--- config.mk ---
export PLATFORM = sky130hd
export DESIGN_NAME = eeprom_wr_ctrl
export DESIGN_NICKNAME = d
export VERILOG_FILES = /design/src/rtl/eeprom_ctl_pkg.sv /design/src/rtl/ee_protect.sv /design/src/rtl/ee_page_buf.sv /design/src/rtl/ee_wr_timer.sv /design/src/rtl/eeprom_wr_ctrl.sv
export SDC_FILE = /design/constraint.sdc
export NUM_CORES = 1
export LEC_CHECK = 0
export BUFFER_PORTS_ARGS = -buffer_cell sky130_fd_sc_hd__buf_2
export CORE_MARGIN = 2
export CORE_UTILIZATION = 33
export DETAILED_ROUTE_END_ITERATION = 8
export PLACE_DENSITY = 0.48
export REMOVE_ABC_BUFFERS = 1
export SLEW_MARGIN = 20
export SYNTH_ARGS = -nofsm -noshare
export SYNTH_HDL_FRONTEND = slang
export SYNTH_HIERARCHICAL = 1
export SYNTH_SLANG_ARGS = --single-unit
--- constraint.sdc ---
create_clock -name clk -period 8.42 [get_ports clk]
set_clock_uncertainty 0.2 [all_clocks]
set_input_delay 0.421 -clock clk [delete_from_list [all_inputs] [get_ports clk]]
set_output_delay 0.421 -clock clk [all_outputs]
set_load 0.02 [all_outputs]
--- src/rtl/eeprom_ctl_pkg.sv ---
package eeprom_ctl_pkg;
  localparam logic [7:0] OP_WRSR  = 8'h01;
  localparam logic [7:0] OP_WRITE = 8'h02;
  localparam logic [7:0] OP_READ  = 8'h03;
  localparam logic [7:0] OP_WRDI  = 8'h04;
  localparam logic [7:0] OP_RDSR  = 8'h05;
  localparam logic [7:0] OP_WREN  = 8'h06;

  typedef enum logic [2:0] {
    PH_OPC  = 3'd0,
    PH_ADRH = 3'd1,
    PH_ADRL = 3'd2,
    PH_DATA = 3'd3,
    PH_SKIP = 3'd4
  } phase_e;
endpackage

--- src/rtl/ee_protect.sv ---
module ee_protect #(
  parameter int ADDR_W = 13
) (
  input  logic [1:0]        bp,
  input  logic [ADDR_W-1:0] addr,
  output logic              blocked
);
  always_comb begin
    unique case (bp)
      2'b00:   blocked = 1'b0;
      2'b01:   blocked = addr[ADDR_W-1] & addr[ADDR_W-2];
      2'b10:   blocked = addr[ADDR_W-1];
      default: blocked = 1'b1;
    endcase
  end
endmodule

--- src/rtl/ee_page_buf.sv ---
module ee_page_buf #(
  parameter int PAGE_BYTES = 32,
  localparam int OFF_W = $clog2(PAGE_BYTES)
) (
  input  logic             clk,
  input  logic             rst_n,
  input  logic             clr,
  input  logic             wr_en,
  input  logic [OFF_W-1:0] wr_off,
  input  logic [7:0]       wr_data,
  input  logic [OFF_W-1:0] rd_off,
  output logic [7:0]       rd_data,
  output logic             rd_mask,
  output logic             any
);
  logic [7:0]            store [PAGE_BYTES];
  logic [PAGE_BYTES-1:0] mask_q, mask_d;

  always_comb begin
    mask_d = mask_q;
    if (clr)        mask_d = '0;
    else if (wr_en) mask_d[wr_off] = 1'b1;
  end

  always_ff @(posedge clk or negedge rst_n) begin
    if (!rst_n) mask_q <= '0;
    else        mask_q <= mask_d;
  end

  always_ff @(posedge clk) begin
    if (wr_en) store[wr_off] <= wr_data;
  end

  assign rd_data = store[rd_off];
  assign rd_mask = mask_q[rd_off];
  assign any     = |mask_q;
endmodule

--- src/rtl/ee_wr_timer.sv ---
module ee_wr_timer #(
  parameter int WR_CYCLES = 1250000,
  localparam int CNT_W = $clog2(WR_CYCLES + 1)
) (
  input  logic             clk,
  input  logic             rst_n,
  input  logic             start,
  output logic             busy,
  output logic [CNT_W-1:0] cnt,
  output logic             done
);
  localparam logic [CNT_W-1:0] LAST = CNT_W'(WR_CYCLES - 1);
  logic             busy_d;
  logic [CNT_W-1:0] cnt_d;

  assign done = busy && (cnt == LAST);

  always_comb begin
    busy_d = busy;
    cnt_d  = cnt;
    if (start) begin
      busy_d = 1'b1;
      cnt_d  = '0;
    end else if (busy) begin
      cnt_d = cnt + 1'b1;
      if (done) busy_d = 1'b0;
    end
  end

  always_ff @(posedge clk or negedge rst_n) begin
    if (!rst_n) begin
      busy <= 1'b0;
      cnt  <= '0;
    end else begin
      busy <= busy_d;
      cnt  <= cnt_d;
    end
  end
endmodule

--- src/rtl/eeprom_wr_ctrl.sv ---
module eeprom_wr_ctrl
  import eeprom_ctl_pkg::*;
#(
  parameter int ADDR_W     = 13,
  parameter int PAGE_BYTES = 32,
  parameter int WR_CYCLES  = 1250000
) (
  input  logic              clk,
  input  logic              rst_n,
  input  logic              frame_start,
  input  logic              frame_end,
  input  logic              rx_valid,
  input  logic [7:0]        rx_byte,
  input  logic              wp_n,
  output logic [7:0]        tx_byte,
  output logic              mem_we,
  output logic [ADDR_W-1:0] mem_waddr,
  output logic [7:0]        mem_wdata,
  output logic [ADDR_W-1:0] mem_raddr,
  input  logic [7:0]        mem_rdata
);
  localparam int OFF_W = $clog2(PAGE_BYTES);
  localparam int PG_W  = ADDR_W - OFF_W;
  localparam int CNT_W = $clog2(WR_CYCLES + 1);
  localparam int HI_W  = ADDR_W - 8;

  phase_e             phase_q, phase_d;
  logic [7:0]         op_q, op_d, stage_q, stage_d;
  logic [ADDR_W-1:0]  addr_q, addr_d;
  logic [PG_W-1:0]    cpage_q, cpage_d;
  logic               wel_q, wel_d, wpen_q, wpen_d, have_sr_q, have_sr_d;
  logic               arr_q, arr_d;
  logic [1:0]         bp_q, bp_d;
  logic               start, busy, done, blocked;
  logic [CNT_W-1:0]   cnt;
  logic               buf_wr, buf_clr, buf_mask, buf_any;
  logic [7:0]         buf_rdata;
  logic               can_write, arr_ok, sr_ok;

  ee_protect #(.ADDR_W(ADDR_W)) u_prot (.bp(bp_q), .addr(addr_q), .blocked(blocked));

  ee_page_buf #(.PAGE_BYTES(PAGE_BYTES)) u_buf (
    .clk(clk), .rst_n(rst_n), .clr(buf_clr), .wr_en(buf_wr),
    .wr_off(addr_q[OFF_W-1:0]), .wr_data(rx_byte), .rd_off(cnt[OFF_W-1:0]),
    .rd_data(buf_rdata), .rd_mask(buf_mask), .any(buf_any));

  ee_wr_timer #(.WR_CYCLES(WR_CYCLES)) u_tmr (
    .clk(clk), .rst_n(rst_n), .start(start), .busy(busy), .cnt(cnt), .done(done));

  assign can_write = wel_q && !busy && (phase_q == PH_DATA);
  assign arr_ok    = can_write && (op_q == OP_WRITE) && buf_any && !blocked;
  assign sr_ok     = can_write && (op_q == OP_WRSR) && have_sr_q && !(wpen_q && !wp_n);
  assign buf_clr   = (frame_start && !busy) || done;

  always_comb begin
    phase_d   = phase_q;
    op_d      = op_q;
    addr_d    = addr_q;
    stage_d   = stage_q;
    have_sr_d = have_sr_q;
    wel_d     = wel_q;
    bp_d      = bp_q;
    wpen_d    = wpen_q;
    cpage_d   = cpage_q;
    arr_d     = arr_q;
    start     = 1'b0;
    buf_wr    = 1'b0;
    if (frame_start) begin
      phase_d   = PH_OPC;
      have_sr_d = 1'b0;
    end else if (frame_end) begin
      phase_d = PH_SKIP;
      if (arr_ok) begin
        start   = 1'b1;
        arr_d   = 1'b1;
        cpage_d = addr_q[ADDR_W-1:OFF_W];
      end else if (sr_ok) begin
        start  = 1'b1;
        arr_d  = 1'b0;
        bp_d   = stage_q[3:2];
        wpen_d = stage_q[7];
      end
    end else if (rx_valid) begin
      unique case (phase_q)
        PH_OPC: begin
          op_d    = rx_byte;
          phase_d = PH_SKIP;
          if (!busy || rx_byte == OP_RDSR) begin
            unique case (rx_byte)
              OP_WREN:            wel_d   = 1'b1;
              OP_WRDI:            wel_d   = 1'b0;
              OP_RDSR, OP_WRSR:   phase_d = PH_DATA;
              OP_READ, OP_WRITE:  phase_d = PH_ADRH;
              default:            phase_d = PH_SKIP;
            endcase
          end
        end
        PH_ADRH: begin
          addr_d[ADDR_W-1:8] = rx_byte[HI_W-1:0];
          phase_d = PH_ADRL;
        end
        PH_ADRL: begin
          addr_d[7:0] = rx_byte;
          phase_d = PH_DATA;
        end
        PH_DATA: begin
          if (op_q == OP_WRITE) begin
            buf_wr = 1'b1;
            addr_d[OFF_W-1:0] = addr_q[OFF_W-1:0] + 1'b1;
          end else if (op_q == OP_READ) begin
            addr_d = addr_q + 1'b1;
          end else if (op_q == OP_WRSR && !have_sr_q) begin
            stage_d   = rx_byte;
            have_sr_d = 1'b1;
          end
        end
        default: ;
      endcase
    end
    if (done) wel_d = 1'b0;
  end

  always_ff @(posedge clk or negedge rst_n) begin
    if (!rst_n) begin
      phase_q   <= PH_SKIP;
      op_q      <= '0;
      addr_q    <= '0;
      stage_q   <= '0;
      have_sr_q <= 1'b0;
      wel_q     <= 1'b0;
      bp_q      <= 2'b00;
      wpen_q    <= 1'b0;
      cpage_q   <= '0;
      arr_q     <= 1'b0;
    end else begin
      phase_q   <= phase_d;
      op_q      <= op_d;
      addr_q    <= addr_d;
      stage_q   <= stage_d;
      have_sr_q <= have_sr_d;
      wel_q     <= wel_d;
      bp_q      <= bp_d;
      wpen_q    <= wpen_d;
      cpage_q   <= cpage_d;
      arr_q     <= arr_d;
    end
  end

  assign mem_we    = busy && arr_q && (cnt < CNT_W'(PAGE_BYTES)) && buf_mask;
  assign mem_waddr = {cpage_q, cnt[OFF_W-1:0]};
  assign mem_wdata = buf_rdata;
  assign mem_raddr = addr_q;

  always_comb begin
    tx_byte = 8'h00;
    if (phase_q == PH_DATA) begin
      if (op_q == OP_RDSR)      tx_byte = {wpen_q, 3'b000, bp_q, wel_q, busy};
      else if (op_q == OP_READ) tx_byte = mem_rdata;
    end
  end
endmodule

---- Word level (Yosys, flattened, before mapping) ----
Memory sizes are Yosys's and may differ from the RTL's.
Cells that the tools add are included.
storage, ports and cells
  memories kept ........................... 1
  memory bits (writable) .................. 256
  word-level logic and storage cells ...... 160
  register bits ........................... 100
  output and inout bits ................... 43
operators by class
  multiplexer cells ....................... 53
  reductions and logical operators ........ 53
  $add $sub $neg .......................... 3
  bitwise logic cells ..................... 7
  magnitude comparators ................... 4
  equal/unequal tests ..................... 24
memory list
  name         depth  bits a word  rd ports  clocked after Yosys merged registers in  wr ports  RTL line           text
  u_buf.store  32     8            1         0                                        1         ee_page_buf.sv:16  logic [7:0] store [PAGE_BYTES];
operators with widths
  operator                 count
  $mux W32                 2
  $mux W21                 2
  $eq A8 B2 Y1 const B     4
  $eq A8 B3 Y1 const B     4
  $mux W8                  4
  $or A32 B32 Y32          1
  $reduce_or A32 Y1        1
  $mux W1                  31
  $reduce_and A6 Y1        4
  $reduce_bool A2 Y1       11
  $add A21 B1 Y21 const B  1
  $eq A21 B21 Y1 const B   1
  $lt A21 B6 Y1 const B    1
  $eq A8 B1 Y1 const B     2
  $logic_and A1 B1 Y1      16
  $pmux W8 S2              1
  $add A13 B1 Y13 const B  1
  $mux W13                 1
  $lt A5 B6 Y1 const B     2
  $mux W3                  4
  $pmux W5 S2              1
  $pmux W3 S3              1
  $ne A2 B2 Y1 const B     4
  $reduce_and A4 Y1        2
  other kinds (27)         42

---- Logic depth before layout (Yosys ltp) ----
  depth after elaboration ................. 11
  mapped depth ............................ 11

---- Cells and area by module ----
Netlist, hierarchy kept.
modules (own cells, without submodules)
  module          cells each  instances  area each (um^2)
  ee_page_buf     553         1          11427.2
  eeprom_wr_ctrl  239         1          2394.8
  ee_wr_timer     123         1          1176.1
  ee_protect      3           1          13.8

---- Worst setup path before layout ----
No wires, ideal clock.
  kind .................................... reg-to-output
  from .................................... register u_tmr.cnt[0]
  to ...................................... output mem_we
  path slack .............................. 5.080 ns
  arrival time ............................ 2.719 ns
  required time ........................... 7.799 ns
  buffers on the path ..................... 2
  cell stages (with the launch flop) ...... 8
  path through ............................ dfrtp_1 -> clkbuf_1 -> buf_2 -> mux4_2 -> mux2_2 -> nor4b_1 -> nand4_1 -> nor4_1
on the way
  cells in the longest elaborated chain, start to end .. 3
  elaborated cells on any way between the ends .. 5
ends and longest elaborated chain
  what                           RTL line               text
  from (decl)                    ee_wr_timer.sv:9       output logic [CNT_W-1:0] cnt,
  from (signal assigned)         ee_wr_timer.sv:36      cnt <= cnt_d;
  $bmux W1 S5                    ee_page_buf.sv:35      assign rd_mask = mask_q[rd_off];
  $mux W1 (implied by the code)  ee_page_buf.sv:35
  net buf_mask                   eeprom_wr_ctrl.sv:36   logic buf_wr, buf_clr, buf_mask, buf_any;
  $logic_and A1 B1 Y1            eeprom_wr_ctrl.sv:149  assign mem_we = busy && arr_q && (cnt < CNT_W'(PAGE_BYTES)) && buf_mask;
  to (decl)                      eeprom_wr_ctrl.sv:16   output logic mem_we,
The timed path passes the listed nets, and every way through them passes these cells. The select of a mux whose other input is x is not followed.

---- Worst setup path in the final report ----
  from .................................... register u_tmr.cnt[1]
  to ...................................... output mem_wdata[5]
on the way
  cells in the longest elaborated chain, start to end .. 1
ends and longest elaborated chain
  what            RTL line              text
  $mem_v2 Z32 W8  n/a
  to (decl)       eeprom_wr_ctrl.sv:18  output logic [7:0] mem_wdata,
No other way between the ends.

==> impl_results.md <==
* Status: completed
* Reg2Reg Launch Point: phase_q[0]$_DFFE_PN0P_
* Sequential cell area at 10070 um2
* Setup TNS at 0 ns
* Largest stage delay, worst path at 1.00 ns
* DRC at 0
* Bufs on Longest Clock Path at 3
* CP Class: reg2out
* TritonCTS Buffers at 39
* RSZ-0062 raised after global routing: no
* Most common cell in the netlist: edfxtp_1
* Total routed wirelength at 38040 um
* Yosys warning count at 6
* Layout cells sized above 1 at 26.86%
* Synthesized flop and latch total at 351
* Area leader, netlist: edfxtp_1
* Post-DP HPWL at 23500 um
* Non-filler cells in the finished layout at 1620
* Fin crit period at 4.482 ns
* Initial Utilization at 33.22%
* IO Count at 65
* Commonest cells in the netlist: 256 x edfxtp_1, 97 x nor2_1, 94 x dfrtp_1
* CP Max Fanout at 43
* Slew margin rel. at 29.43%
* Top cell by count, worst path: mux4_2
* Worst setup margin at 3.938 ns
* Arr. time, crit path at 3.86 ns
* Hold Crit Class: in2reg
* EDFF count, synth at 256
* 1st-iter DRT viols at 818
* Fmax at approximately 220 MHz
* Die X at 217.3 um
* CTS Root Cell: clkbuf_16
* IO Port Bufs at 64
* Clock sinks at between 300 and 400
* Pre-CTS setup slack at 4.208 ns
* WP buf/inv at 2
* Largest cells by area after synthesis: edfxtp_1 51%, dfrtp_1 16%, mux4_2 14%
* Ordered cell list for the critical path: buf_4 -> mux4_2 -> mux4_2 -> mux2_2 -> buf_2
* Crit path capture type: primary output
* Routed vias/inst at 5.384
* Skew-Pair Late Insertion Delay at 0.53 ns
* GRT Overall Usage at ~16%
* Area growth syn-to-layout at 14.54%
* Max-cap viol count at 0
* Worst hold stages at 4
* Htree depth at 2
* Synthesized area at 15010 um2
* Prevailing post-synth register cell: edfxtp_1
* Proportion of netlist area held by the largest area contributor at around half
* Initial antenna violation count at 2
* # diodes at 0
* Via count at between 8000 and 9000
* P_leak at 0.006128 uW
* Num rows at 78
* FF-to-FF path depth at 5
* Synthesized instance count at 918
* Power Dens Cells at 209.1 nW/um2
* VDD IR max at 0.0001080 V
* Core area at 45190 um2
* Final Wtd Congestion at a little under 0.8
* Fin. Hold Viols at 0
* Worst-path clk slew at 0.06 ns
* Layout Utilization at 38.05%
* Dpl cells at 1548
* Pin count of the biggest net entering global routing at 73
* R2R Setup Slk at a little over 4 ns
* TritonCTS clock tree: yes
* CP delay by family, top: multiplexers
* Worst R2R End: u_buf/store[0][6]$_DFFE_PP_
* Register area share after synthesis at around 67%
* Max-slew violations at 0
* Final ANT Viol Nets at 0
* # fillers at 4245
* Distinct cells, synth at 71
* Final worst-path cycle share at 53.23%
* Die Y at about 220 um
* First-pass GRT wire length at 57680 um
* Nets at ~1000
* Number of global-route vias before repair at 8822
* Async SR Flop Fraction at 27.07%
* Slowest stage cell, crit path: dfrtp_4
* Multi-input gate area at 4671 um2
* Total Die Area at 47210 um2
* Number of gates resized after CTS at 0
* Drt pass-1 iters at 5
* Grt total ovfl at 0
* CP Launch Type: flip-flop
* Wirelength per Cell at 23.48 um
* Min-delay src: frame_start
* Data required, critical path at 7.80 ns
* Syn Area/Cell at roughly 16 um2
* Hold worst-path end: phase_q[0]$_DFFE_PN0P_
* Least-Margin Pin Slew at 1.055 ns
* Endpoints failing setup at 0
==> layer usage <==
layer | up-vias | GRT usage [%] | share of wire, %
met4 | 2 | 4.315 | 2.0
met2 | 263 | 25.54 | 47
li1 | 3812 | - | -
met5 | - | 0 | 0.034
met1 | 4586 | 23.56 | 45
met3 | 59 | 2.949 | 5.7
==> worst reg2reg max path: cells and delay by family (launching register included) <==
kind | cells | cell delay (ns)
and+or+nand+nor | 5 | 3.21
DFF | 1 | 0.49
==> power breakdown <==
group	switching [uW]	internal [uW]
logic	66.6	31.1
clock network	665	932
registers	27.7	1870
==> registers in the layout (all words and copies together), names as in the netlist <==
| signal | cells |
|---|---|
| u_tmr/cnt | 21 |
| u_buf/store | 256 |
| arr_q | 1 |
| op_q | 8 |
| stage_q | 3 |
| have_sr_q | 1 |
| u_tmr/busy | 1 |
| u_buf/mask_q | 32 |
| cpage_q | 8 |
| mem_raddr | 13 |
| wel_q | 1 |
| wpen_q | 1 |
| phase_q | 3 |
| bp_q | 2 |
==> layout by cell type (no fill, tap or decap), drive strengths merged, types with 4 or more instances in the layout <==
cell    Yosys  routed
o21ai      16      16
buf        22      79
a21oi      45      45
clkbuf     27      56
dfrtp      94      94
o22a        4       4
nor2       97      97
nor3       16      16
clkinv      0      10
and3b       6       6
nand4      16      16
or3         9       9
nor3b       6       6
and3        8       8
xnor2       6       6
edfxtp    256     256
nand3b      7       7
a22oi       5       5
mux2i       4       4
nor4       22      22
mux2       33      33
mux4       90      90
or4         4       4
nand2      26      26
xor2        4       4
nor2b       7       7
and4        4       4
inv        11      12
nand3      20      20
==> how the worst max path moves through the flow <==
stage	start	end	slack, ns	cells past startpoint
floorplan	u_tmr/cnt[1]$_DFFE_PN0P_	mem_we	2.94	6
global placement	phase_q[0]$_DFFE_PN0P_	u_buf/store[0][6]$_DFFE_PP_	4.33	5
detailed placement	phase_q[0]$_DFFE_PN0P_	u_buf/store[4][6]$_DFFE_PP_	4.21	5
CTS	u_tmr/cnt[1]$_DFFE_PN0P_	mem_wdata[5]	3.77	5
global route	u_tmr/cnt[1]$_DFFE_PN0P_	mem_wdata[5]	3.63	5
finish	u_tmr/cnt[1]$_DFFE_PN0P_	mem_wdata[5]	3.94	5
==> layout make-up <==
class | instances | area share (%)
Multi-Input combinational cell | 507 | 27.16
Clock inverter | 13 | 0.5967
Timing Repair Buffer | 82 | 2.707
Clock buffer | 56 | 6.345
Sequential cell | 351 | 58.58
Tap cell | 600 | 4.366
Inverter | 11 | 0.2401
==> stage by stage <==
| step | total power (uW) | cell area, um2 | hold slack (ns) |
|---|---|---|---|
| finish | 3595 | 17200 | 0.03070 |
| global route | 3719 | 17200 | 0.05061 |
| CTS | 3644 | 17200 | 0.001810 |
| detailed placement | 2032 | 15970 | 0.1569 |
| global placement | 2031 | 15970 | 0.1543 |
| floorplan | 1966 | 14770 | -0.07459 |
==> kinds of logic (layout without fill, tap and decap cells) <==
kind of cell / count (synthesis) / after routing / share of synthesized area, %
compound gates: 101 / 101 / 4.176
xor+xnor: 10 / 10 / 0.5834
simple gates: 267 / 267 / 9.669
buf+inv: 60 / 162 / 1.909
fa+ha+maj: 2 / 2 / 0.1667
flops: 351 / 351 / 67.05
mux: 127 / 127 / 16.44
==> timing repair <==
action                                 4_1_cts  5_1_grt
endpoints found under the hold margin       24        0
hold buffers                                 3        0
setup buffers                                0        0
Power figures use the tool's default switching activity.
